==> src/rtl/swdog_pkg.sv <==
package swdog_pkg;
  typedef struct packed {
    logic       wd_en;
    logic       pre_sel;
    logic [1:0] tmo_sel;
    logic       halt_en;
    logic       bus_ext_en;
    logic [1:0] bus_tmo;
  } prot_cfg_t;

  localparam logic [7:0] KEY_ARM  = 8'h55;
  localparam logic [7:0] KEY_FIRE = 8'hAA;
  localparam int         STAT_WD_BIT = 5;
endpackage

==> src/rtl/swdog_cfg_reg.sv <==
module swdog_cfg_reg
  import swdog_pkg::*;
(
  input  logic       clk_i,
  input  logic       rst_ni,
  input  logic       wr_i,
  input  logic [7:0] data_i,
  output prot_cfg_t  cfg_o
);
  logic locked_q;

  always_ff @(posedge clk_i or negedge rst_ni) begin
    if (!rst_ni) begin
      cfg_o    <= '0;
      locked_q <= 1'b0;
    end else if (wr_i && !locked_q) begin
      cfg_o    <= prot_cfg_t'(data_i);
      locked_q <= 1'b1;
    end
  end
endmodule

==> src/rtl/swdog_key.sv <==
module swdog_key
  import swdog_pkg::*;
(
  input  logic       clk_i,
  input  logic       rst_ni,
  input  logic       wr_i,
  input  logic [7:0] data_i,
  output logic       service_o
);
  logic armed_q;

  assign service_o = wr_i && armed_q && (data_i == KEY_FIRE);

  // any service write other than the arm key disarms
  always_ff @(posedge clk_i or negedge rst_ni) begin
    if (!rst_ni)   armed_q <= 1'b0;
    else if (wr_i) armed_q <= (data_i == KEY_ARM);
  end
endmodule

==> src/rtl/swdog_count.sv <==
module swdog_count #(
  parameter int BASE_EXP = 9,
  parameter int EXP_STEP = 2,
  parameter int SEL_W    = 2,
  parameter int PRE_DIV  = 512
) (
  input  logic             clk_i,
  input  logic             rst_ni,
  input  logic             en_i,
  input  logic             pre_sel_i,
  input  logic [SEL_W-1:0] tmo_sel_i,
  input  logic             tick_i,
  input  logic             service_i,
  output logic             expire_o
);
  localparam int N_SEL   = 1 << SEL_W;
  localparam int MAX_EXP = BASE_EXP + EXP_STEP * (N_SEL - 1);
  localparam int CNT_W   = MAX_EXP;
  localparam int PRE_W   = (PRE_DIV > 1) ? $clog2(PRE_DIV) : 1;
  localparam logic [PRE_W-1:0] PRE_LAST = PRE_W'(PRE_DIV - 1);

  logic [CNT_W-1:0] last_cnt [N_SEL];
  logic [CNT_W-1:0] cnt_q;
  logic [PRE_W-1:0] pre_q;
  logic             step;
  logic             at_end;

  for (genvar g = 0; g < N_SEL; g++) begin : g_term
    assign last_cnt[g] = CNT_W'((64'd1 << (BASE_EXP + EXP_STEP * g)) - 64'd1);
  end

  assign step   = tick_i && (!pre_sel_i || (pre_q == PRE_LAST));
  assign at_end = (cnt_q == last_cnt[tmo_sel_i]);

  always_ff @(posedge clk_i or negedge rst_ni) begin
    if (!rst_ni) begin
      pre_q    <= '0;
      cnt_q    <= '0;
      expire_o <= 1'b0;
    end else begin
      expire_o <= 1'b0;
      if (!en_i || service_i) begin
        pre_q <= '0;
        cnt_q <= '0;
      end else if (tick_i) begin
        pre_q <= (!pre_sel_i || pre_q == PRE_LAST) ? '0 : pre_q + 1'b1;
        if (step) begin
          if (at_end) begin
            cnt_q    <= '0;
            expire_o <= 1'b1;
          end else begin
            cnt_q <= cnt_q + 1'b1;
          end
        end
      end
    end
  end
endmodule

==> src/rtl/swdog_keyed.sv <==
module swdog_keyed
  import swdog_pkg::*;
#(
  parameter int ADDR_W   = 4,
  parameter int CFG_ADDR = 0,
  parameter int KEY_ADDR = 1,
  parameter int BASE_EXP = 9,
  parameter int PRE_DIV  = 512
) (
  input  logic              clk_i,
  input  logic              rst_ni,
  input  logic              wr_en_i,
  input  logic [ADDR_W-1:0] wr_addr_i,
  input  logic [7:0]        wr_data_i,
  input  logic              tick_i,
  output logic              rst_req_o,
  output logic [7:0]        cfg_o,
  output logic [7:0]        status_o
);
  prot_cfg_t cfg;
  logic      cfg_wr, key_wr, service, expire;
  logic      wd_cause_q;

  assign cfg_wr = wr_en_i && (wr_addr_i == ADDR_W'(CFG_ADDR));
  assign key_wr = wr_en_i && (wr_addr_i == ADDR_W'(KEY_ADDR));

  swdog_cfg_reg u_cfg (
    .clk_i (clk_i), .rst_ni(rst_ni), .wr_i(cfg_wr), .data_i(wr_data_i), .cfg_o(cfg)
  );

  swdog_key u_key (
    .clk_i (clk_i), .rst_ni(rst_ni), .wr_i(key_wr), .data_i(wr_data_i), .service_o(service)
  );

  swdog_count #(
    .BASE_EXP(BASE_EXP), .EXP_STEP(2), .SEL_W(2), .PRE_DIV(PRE_DIV)
  ) u_count (
    .clk_i    (clk_i),
    .rst_ni   (rst_ni),
    .en_i     (cfg.wd_en),
    .pre_sel_i(cfg.pre_sel),
    .tmo_sel_i(cfg.tmo_sel),
    .tick_i   (tick_i),
    .service_i(service),
    .expire_o (expire)
  );

  always_ff @(posedge clk_i or negedge rst_ni) begin
    if (!rst_ni)     wd_cause_q <= 1'b0;
    else if (expire) wd_cause_q <= 1'b1;
  end

  assign rst_req_o = expire;
  assign cfg_o     = cfg;
  always_comb begin
    status_o              = '0;
    status_o[STAT_WD_BIT] = wd_cause_q;
  end
endmodule

==> config.mk <==
export PLATFORM = sky130hd
export DESIGN_NAME = swdog_keyed
export DESIGN_NICKNAME = d
export VERILOG_FILES = /design/src/rtl/swdog_pkg.sv /design/src/rtl/swdog_cfg_reg.sv /design/src/rtl/swdog_key.sv /design/src/rtl/swdog_count.sv /design/src/rtl/swdog_keyed.sv
export SDC_FILE = /design/constraint.sdc
export NUM_CORES = 1
export LEC_CHECK = 0
export ABC_AREA = 1
export CORE_ASPECT_RATIO = 0.7
export CORE_MARGIN = 2
export CORE_UTILIZATION = 40
export CTS_BUF_LIST = sky130_fd_sc_hd__clkbuf_4 sky130_fd_sc_hd__clkbuf_8
export DETAILED_ROUTE_END_ITERATION = 8
export DONT_BUFFER_PORTS = 1
export GPL_TIMING_DRIVEN = 0
export PLACE_DENSITY_LB_ADDON = 0.05
export REMOVE_ABC_BUFFERS = 1
export SKIP_LAST_GASP = 1
export SYNTH_ARGS = -nofsm -noshare
export SYNTH_HDL_FRONTEND = slang
export SYNTH_SLANG_ARGS = --single-unit
==> constraint.sdc <==
create_clock -name clk_i -period 1.63 [get_ports clk_i]
set_input_delay 0.326 -clock clk_i [delete_from_list [all_inputs] [get_ports clk_i]]
set_output_delay 0.326 -clock clk_i [all_outputs]
set_load 0.02 [all_outputs]
==> metrics.csv, run 1 <==
metric;value;unit
cp.arrival;1870;ps
ys.flop_type;dfrtp_1;
drt_wl_total;5.64;mm
fin_area;2840;um^2
setup_viol;2;
cts_tree;yes;
rr_endpoint;u_count.cnt_q[12];
syn_area;2380;um^2
routedWlPerCell;13.7;um
max_cap_viol_count;0;
first_pass_iters;4;
clock-root-buffer;clkbuf_8;
start_kind;flip-flop;
violations;negative setup slack;
hold_path_end;u_count.pre_q[5];
power_density;819;nW/um^2
combPwrFrac;15.2;%
worst-r2r-setup-slack;-2;ps
dp.cells;380;
path_clk_slew;80;ps
dieArea;6600;um^2
fin_skew;7.03;ps
num_vias;2040;
io_pins;33;
drc;0;
setup-tns-final;-2.94;ps
slew_violations;0;
p_leak;1.35;nW
worstPathMaxFanout;8;
grt_max_degree;37;
min_period_over_period;100;%
hpwl;3.73;mm
synth_cell_types;35;
grt_pass1_vias;1903;
ys_seq_area_share;37.8;%
final_cell_mix;75 x nand2_1, 34 x inv_1, 33 x dfrtp_1;
cts_max_path_buffers;2;
place_ws;-464;ps
seqPwrFrac;46.3;%
num_antenna_cells;0;
fin_ws;-2.25;ps
swShare;28.7;%
grt_use_total;19.4;%
final_common_cell;nand2_1;
final_antenna_net_count;0;
rows;23;
fin_nets;354;
chipWidth;96.2;um
multiInputGateArea;1350;um^2
synth-async-reset-ratio;100;%
coreArea;5730;um^2
dr.first_iter.drc_count;94;
rsz0062_at_grt;yes;
cp.required;1870;ps
synth_cells;315;
switching_power;0.000667;W
clock_latency;300;ps
min_path_type;primary input to flip-flop;
status;complete, but fails checks;
viasPerCell;4.96;
chipHeight;68.6;um
yosysWarningCount;0;
ys_ff_latch;36;
final_cells;411;
cts.sinks;36;
postPlaceCellArea;2380;um^2
post-route-util;49.5;%
end_kind;flip-flop;
synth.avg_cell_area;7.56;um^2
internal_power;0.00166;W
start_util;41.6;%
worstHoldStart;tick_i;
antenna_found_initial;0;
max_freq;0.613;GHz
clkPwrFrac;38.5;%
drive_gt1_share;25.6;%
htree_levels;2;
nFillCells;564;
port_buffers;0;
numCtsBuffers;5;
grt-ovfl-total;0;
gp_congestion;0.785;
final_hold_viol_count;0;
reg2reg_from;u_count.pre_q[1];
grt_pass1_wl;9.49;mm
vdd_drop_max;0.311;mV
min_period;1630;ps
areaGrowthSynthToFinish;19.1;%
ff_latch_area;905;um^2
reg2reg_depth;12;
synth-edff-count;0;
crit_type;flip-flop to flip-flop;
hold_depth;2;
-- state kept, by name, indices dropped and copies added (netlist names) --
register and flops:
u_cfg.cfg_o 8, u_cfg.locked_q 1, u_count.cnt_q 15, u_count.expire_o 1, u_count.pre_q 9, u_key.armed_q 1
wd_cause_q 1
-- critical path: stages, from the launching register on --
cell     delay [ps]
dfrtp_1         390
ha_2            200
nand3_2          70
nor2_2           40
ha_2            180
nor2_4           90
inv_2            60
nand2_4          90
nand3_4         100
buf_6           160
inv_8            80
nand2_1          50
nand2_1          60
-- worst max path at each step --
| stage | startpoint | slack, ps | depth (start not counted) | end |
|---|---|---|---|---|
| 6_report | u_count.pre_q[1] | -2 | 12 | u_count.cnt_q[12] |
| 5_1_grt | u_count.pre_q[1] | -110 | 12 | u_count.cnt_q[5] |
| 4_1_cts | u_count.pre_q[1] | -20 | 11 | u_count.cnt_q[13] |
| 3_5_place_dp | u_count.pre_q[0] | -460 | 10 | u_count.cnt_q[4] |
| 3_3_place_gp | u_cfg.cfg_o[7] | -810 | 4 | u_count.pre_q[1] |
| 2_1_floorplan | u_count.pre_q[0] | -150 | 10 | u_count.cnt_q[2] |
-- power by group through the flow --
stage                     Sequential [W]  Clock [W]  Combinational (W)
after detailed placement         0.00108          0           0.000266
after floorplan                  0.00106          0           0.000225
final                            0.00108   0.000895           0.000353
after CTS                        0.00107   0.000928           0.000327
after global routing             0.00109   0.000956           0.000404
after global placement           0.00109          0           0.000257
-- kinds of logic after synthesis --
family                   synth area share (%)
multiplexers                            0.946
flip-flops                               37.8
AO/OA/AOI/OAI                            5.68
XOR/XNOR                                 4.41
adder cells (fa/ha/maj)                  1.58
AND/OR/NAND/NOR                          37.8
other                                   0.157
buffers and inverters                    11.6
-- per-layer routing --
metal	up-vias	GRT usage, %	part of all wire [%]
met5	-	0	0
met4	0	6.43	1.3
met3	8	4.89	4.5
met2	37	29.0	42
met1	953	27.5	53
li1	1042	-	-
-- final cells by class --
| cell class | count | area share [%] |
|---|---|---|
| Tap cell | 75 | 3.31 |
| Inverter | 39 | 5.43 |
| Multi-Input combinational cell | 230 | 47.5 |
| Clock inverter | 1 | 1.06 |
| Timing Repair Buffer | 21 | 6.62 |
| Timing Repair inverter | 2 | 0.794 |
| Clock buffer | 7 | 3.40 |
| Sequential cell | 36 | 31.9 |
-- metrics by stage --
step	power, W	hold slack [ps]
floorplan	0.00129	30.4
global placement	0.00134	31.2
detailed placement	0.00135	31.3
CTS	0.00232	157
global route	0.00245	165
finish	0.00232	164
-- synth_stat cells, types with 2 or more instances --
| library cell | number | area (um^2) |
|---|---|---|
| ha_1 | 3 | 37.5 |
| nor2_4 | 4 | 45.0 |
| buf_4 | 12 | 90.1 |
| inv_2 | 3 | 11.3 |
| nor4_1 | 2 | 12.5 |
| nand3_2 | 4 | 40.0 |
| nand4_1 | 18 | 113 |
| o21ai_1 | 4 | 20.0 |
| nor3b_1 | 2 | 15.0 |
| or2_2 | 2 | 12.5 |
| nand3_4 | 2 | 35.0 |
| o21ai_0 | 15 | 75.1 |
| nand2_1 | 84 | 315 |
| nand3_1 | 23 | 115 |
| nor2_2 | 4 | 25.0 |
| buf_6 | 2 | 22.5 |
| buf_2 | 2 | 10.0 |
| a21oi_1 | 4 | 20.0 |
| xor2_1 | 6 | 52.6 |
| nand2_2 | 3 | 18.8 |
| dfrtp_1 | 36 | 901 |
| nor3_1 | 3 | 15.0 |
| inv_1 | 34 | 128 |
| xnor2_1 | 6 | 52.6 |
| nor2_1 | 26 | 97.6 |
| mux2_2 | 2 | 22.5 |
-- what timing repair did --
action	in CTS	in global routing
pin swaps	12	7
resized for setup	20	26
setup endpoints to repair	20	28
setup buffers	15	5
gates cloned	3	0
endpoints found under the hold margin	36	0
hold buffers	2	0
(Power assumes the default switching activity.)
==> inputs of run 2 (changes only) <==
CORE_MARGIN = 5   (was 2)
clock period = 2 ns   (was 1.63 ns; I/O delays follow)
==> run 2 against run 1 <==
  * The run now ends clean
  * Non-clock buffer count decreased by 15
  * Cell count decreased by 4.4%
  * Maximum frequency decreased by 12%
  * Register-to-register slack improved by 150 ps
  * Sequential cell count unchanged
  * Sequential share of layout area increased by 3.2 points
  * Highest routed layer unchanged
  * Setup slack improved by 150 ps
  * Design area decreased by 9.6%
  * Power decreased by 30%
  * Critical path depth unchanged
  * First-iteration DRC count decreased by 28%
  * Combinational power decreased by 29%
  * Largest power group unchanged
==> metrics.csv, run 2 (synthesized netlist as in run 1, its figures left out) <==
metric;value;unit;change
worstPathMaxFanout;8;;unchanged
largest_register_ffs;15;;unchanged
largest_register;u_count.cnt_q;;unchanged
drive_gt1_share;13.8;%;was 25.6%
path_clk_slew;70;ps;was 80 ps
drc;0;;unchanged
status;finished, final reports clean;;was complete, but fails checks
cts_max_path_buffers;2;;unchanged
chipHeight;74.6;um;was 68.6 um
place_ws;-76.2;ps;was -464 ps
io_pins;33;;unchanged
hpwl;3.81;mm;was 3.73 mm
num_vias;1903;;was 2040
end_kind;flip-flop;;unchanged
relSlewSlack;60.5;%;
worst_pin_slew;591;ps;
routedWlPerCell;13.7;um;about the same
vdd_drop_max;0.289;mV;was 0.311 mV
coreArea;5760;um^2;was 5730 um^2
reg2reg_from;u_count.pre_q[0];;was u_count.pre_q[1]
min_period;1850;ps;was 1630 ps
p_leak;1.22;nW;was 1.35 nW
grt-ovfl-total;0;;unchanged
grt_use_total;15.4;%;was 19.4%
num_antenna_cells;0;;unchanged
grt_pass1_vias;1799;;was 1903
final_antenna_net_count;0;;unchanged
gp_congestion;0.851;;was 0.785
viasPerCell;4.84;;was 4.96
final_cell_mix;84 x nand2_1, 36 x dfrtp_1, 34 x inv_1;;was 75 x nand2_1, 34 x inv_1, 33 x dfrtp_1
drt_wl_total;5.39;mm;was 5.64 mm
cts_tree;yes;;unchanged
rsz0062_at_grt;no;;was yes
cp.arrival;2080;ps;was 1870 ps
fin_nets;337;;was 354
worstHoldStart;tick_i;;unchanged
start_util;41.4;%;was 41.6%
setup-tns-final;0;ps;was -2.94 ps
cp_num_buf_inv;3;;unchanged
max_cap_viol_count;0;;unchanged
fin_ws;147;ps;was -2.25 ps
nFillCells;627;;was 564
rows;23;;unchanged
slowest_stage;dfrtp_1;;unchanged
rr_endpoint;u_count.cnt_q[0];;was u_count.cnt_q[12]
start_kind;flip-flop;;unchanged
critPathTopFamily;simple AND/OR/NAND/NOR gates;;unchanged
power_density;638;nW/um^2;was 819 nW/um^2
timing.critical_path.cells;ha_1, nand3_2, nor2_1, ha_1, nor2_2, inv_2, nand2_4, nand3_4, buf_12, inv_6, nand2_1, nand2_1;;was ha_2, nand3_2, nor2_2, ha_2, nor2_4, inv_2, nand2_4, nand3_4, buf_6, inv_8, nand2_1, nand2_1
grt_pass1_wl;9.06;mm;was 9.49 mm
first_pass_iters;4;;unchanged
max_freq;0.540;GHz;was 0.613 GHz
cp.required;2220;ps;was 1870 ps
grt_max_degree;37;;unchanged
dr.first_iter.drc_count;68;;was 94
worst-r2r-setup-slack;150;ps;was -2 ps
numCtsBuffers;5;;unchanged
min_path_type;primary input to flip-flop;;unchanged
largestRegisters;u_count.cnt_q: 15 flops, u_count.pre_q: 9 flops, u_cfg.cfg_o: 8 flops;;unchanged
htree_levels;2;;unchanged
startpoint;u_count.pre_q[0];;was u_count.pre_q[1]
crit_type;flip-flop to flip-flop;;unchanged
cts.sinks;36;;unchanged
final_hold_viol_count;0;;unchanged
areaGrowthSynthToFinish;7.67;%;was 19.1%
clock-root-buffer;clkbuf_8;;unchanged
chipWidth;102;um;was 96.2 um
min_period_over_period;92.7;%;was 100%
dieArea;7620;um^2;was 6600 um^2
setup_viol;0;;was 2
antenna_found_initial;0;;unchanged
critical_path_depth;12;;unchanged
final_common_cell;nand2_1;;unchanged
hold_depth;2;;unchanged
cpPeakStageDelay;400;ps;was 390 ps
port_buffers;0;;unchanged
fin_skew;4.12;ps;was 7.03 ps
slew_violations;0;;unchanged
hold_path_end;u_count.pre_q[5];;unchanged
reg2reg_depth;12;;unchanged
clock_latency;280;ps;was 300 ps
[run 2: cell count changes in the layout (fill, tap and decap cells not counted), moves of 3 or more]
| cell | previous run | this run |
|---|---|---|
| buf_4 | 15 | 2 |
| buf_6 | 4 | 0 |
| dfrtp_1 | 33 | 36 |
| dfrtp_2 | 3 | 0 |
| ha_1 | 0 | 3 |
| ha_2 | 3 | 0 |
| nand2_1 | 75 | 84 |
| nand2_2 | 10 | 3 |
| o21ai_0 | 9 | 15 |
| o21ai_2 | 4 | 0 |
[run 2: repair_timing]
action,4_1_cts,5_1_grt
cloned,1,0
setup buffers,2,2
hold endpoints to repair,36,0
hold buffers,2,0
endpoints found under the setup margin,13,21
pin swaps,1,1
resized for setup,3,2
[run 2: worst max path at each step]
| stage | to |
|---|---|
| floorplan | u_count.cnt_q[2] |
| finish | u_count.cnt_q[0] |
| global placement | u_count.pre_q[8] |
| global route | u_count.cnt_q[4] |
| detailed placement | u_count.cnt_q[2] |
| CTS | u_count.pre_q[8] |
[run 2: final cells by class]
class | count | area, um^2 | share of cell area [%]
repair buffers | 6 | 85.1 | 3.32
repair inverters | 1 | 8.76 | 0.342
flip-flops and latches | 36 | 901 | 35.1
multi-input cells | 229 | 1240 | 48.4
clock inverters | 1 | 5.00 | 0.195
clock buffers | 6 | 76.3 | 2.98
inverters | 39 | 154 | 6.00
well taps | 75 | 93.8 | 3.66
[run 2: report_power, final]
part	total, W	leakage [nW]	internal [W]	switching (W)
clock network	0.000516	0.0445	0.000251	0.000265
logic	0.000250	0.704	0.000104	0.000147
registers	0.000870	0.476	0.000785	0.0000846
total	0.00164	1.22	0.00114	0.000496
[run 2: through the flow]
step	cell area, um^2	hold WS [ps]	total power, W	util (%)	cells
floorplan	2280	104	0.00105	-	304
global placement	2370	105	0.00109	41.2	379
detailed placement	2370	105	0.00110	41.2	379
CTS	2530	247	0.00166	43.9	391
global route	2560	248	0.00174	44.5	393
finish	2560	258	0.00164	44.5	393
[run 2: per-layer routing]
| layer | part of all wire [%] | wire (um) | GRT usage, % | vias up |
|---|---|---|---|---|
| met4 | 1.6 | 88 | 5.09 | 0 |
| met5 | 0 | 0 | 0 | - |
| met2 | 40 | 2180 | 21.5 | 37 |
| met1 | 52 | 2810 | 22.9 | 853 |
| met3 | 5.8 | 312 | 4.31 | 8 |
| li1 | - | - | - | 1005 |
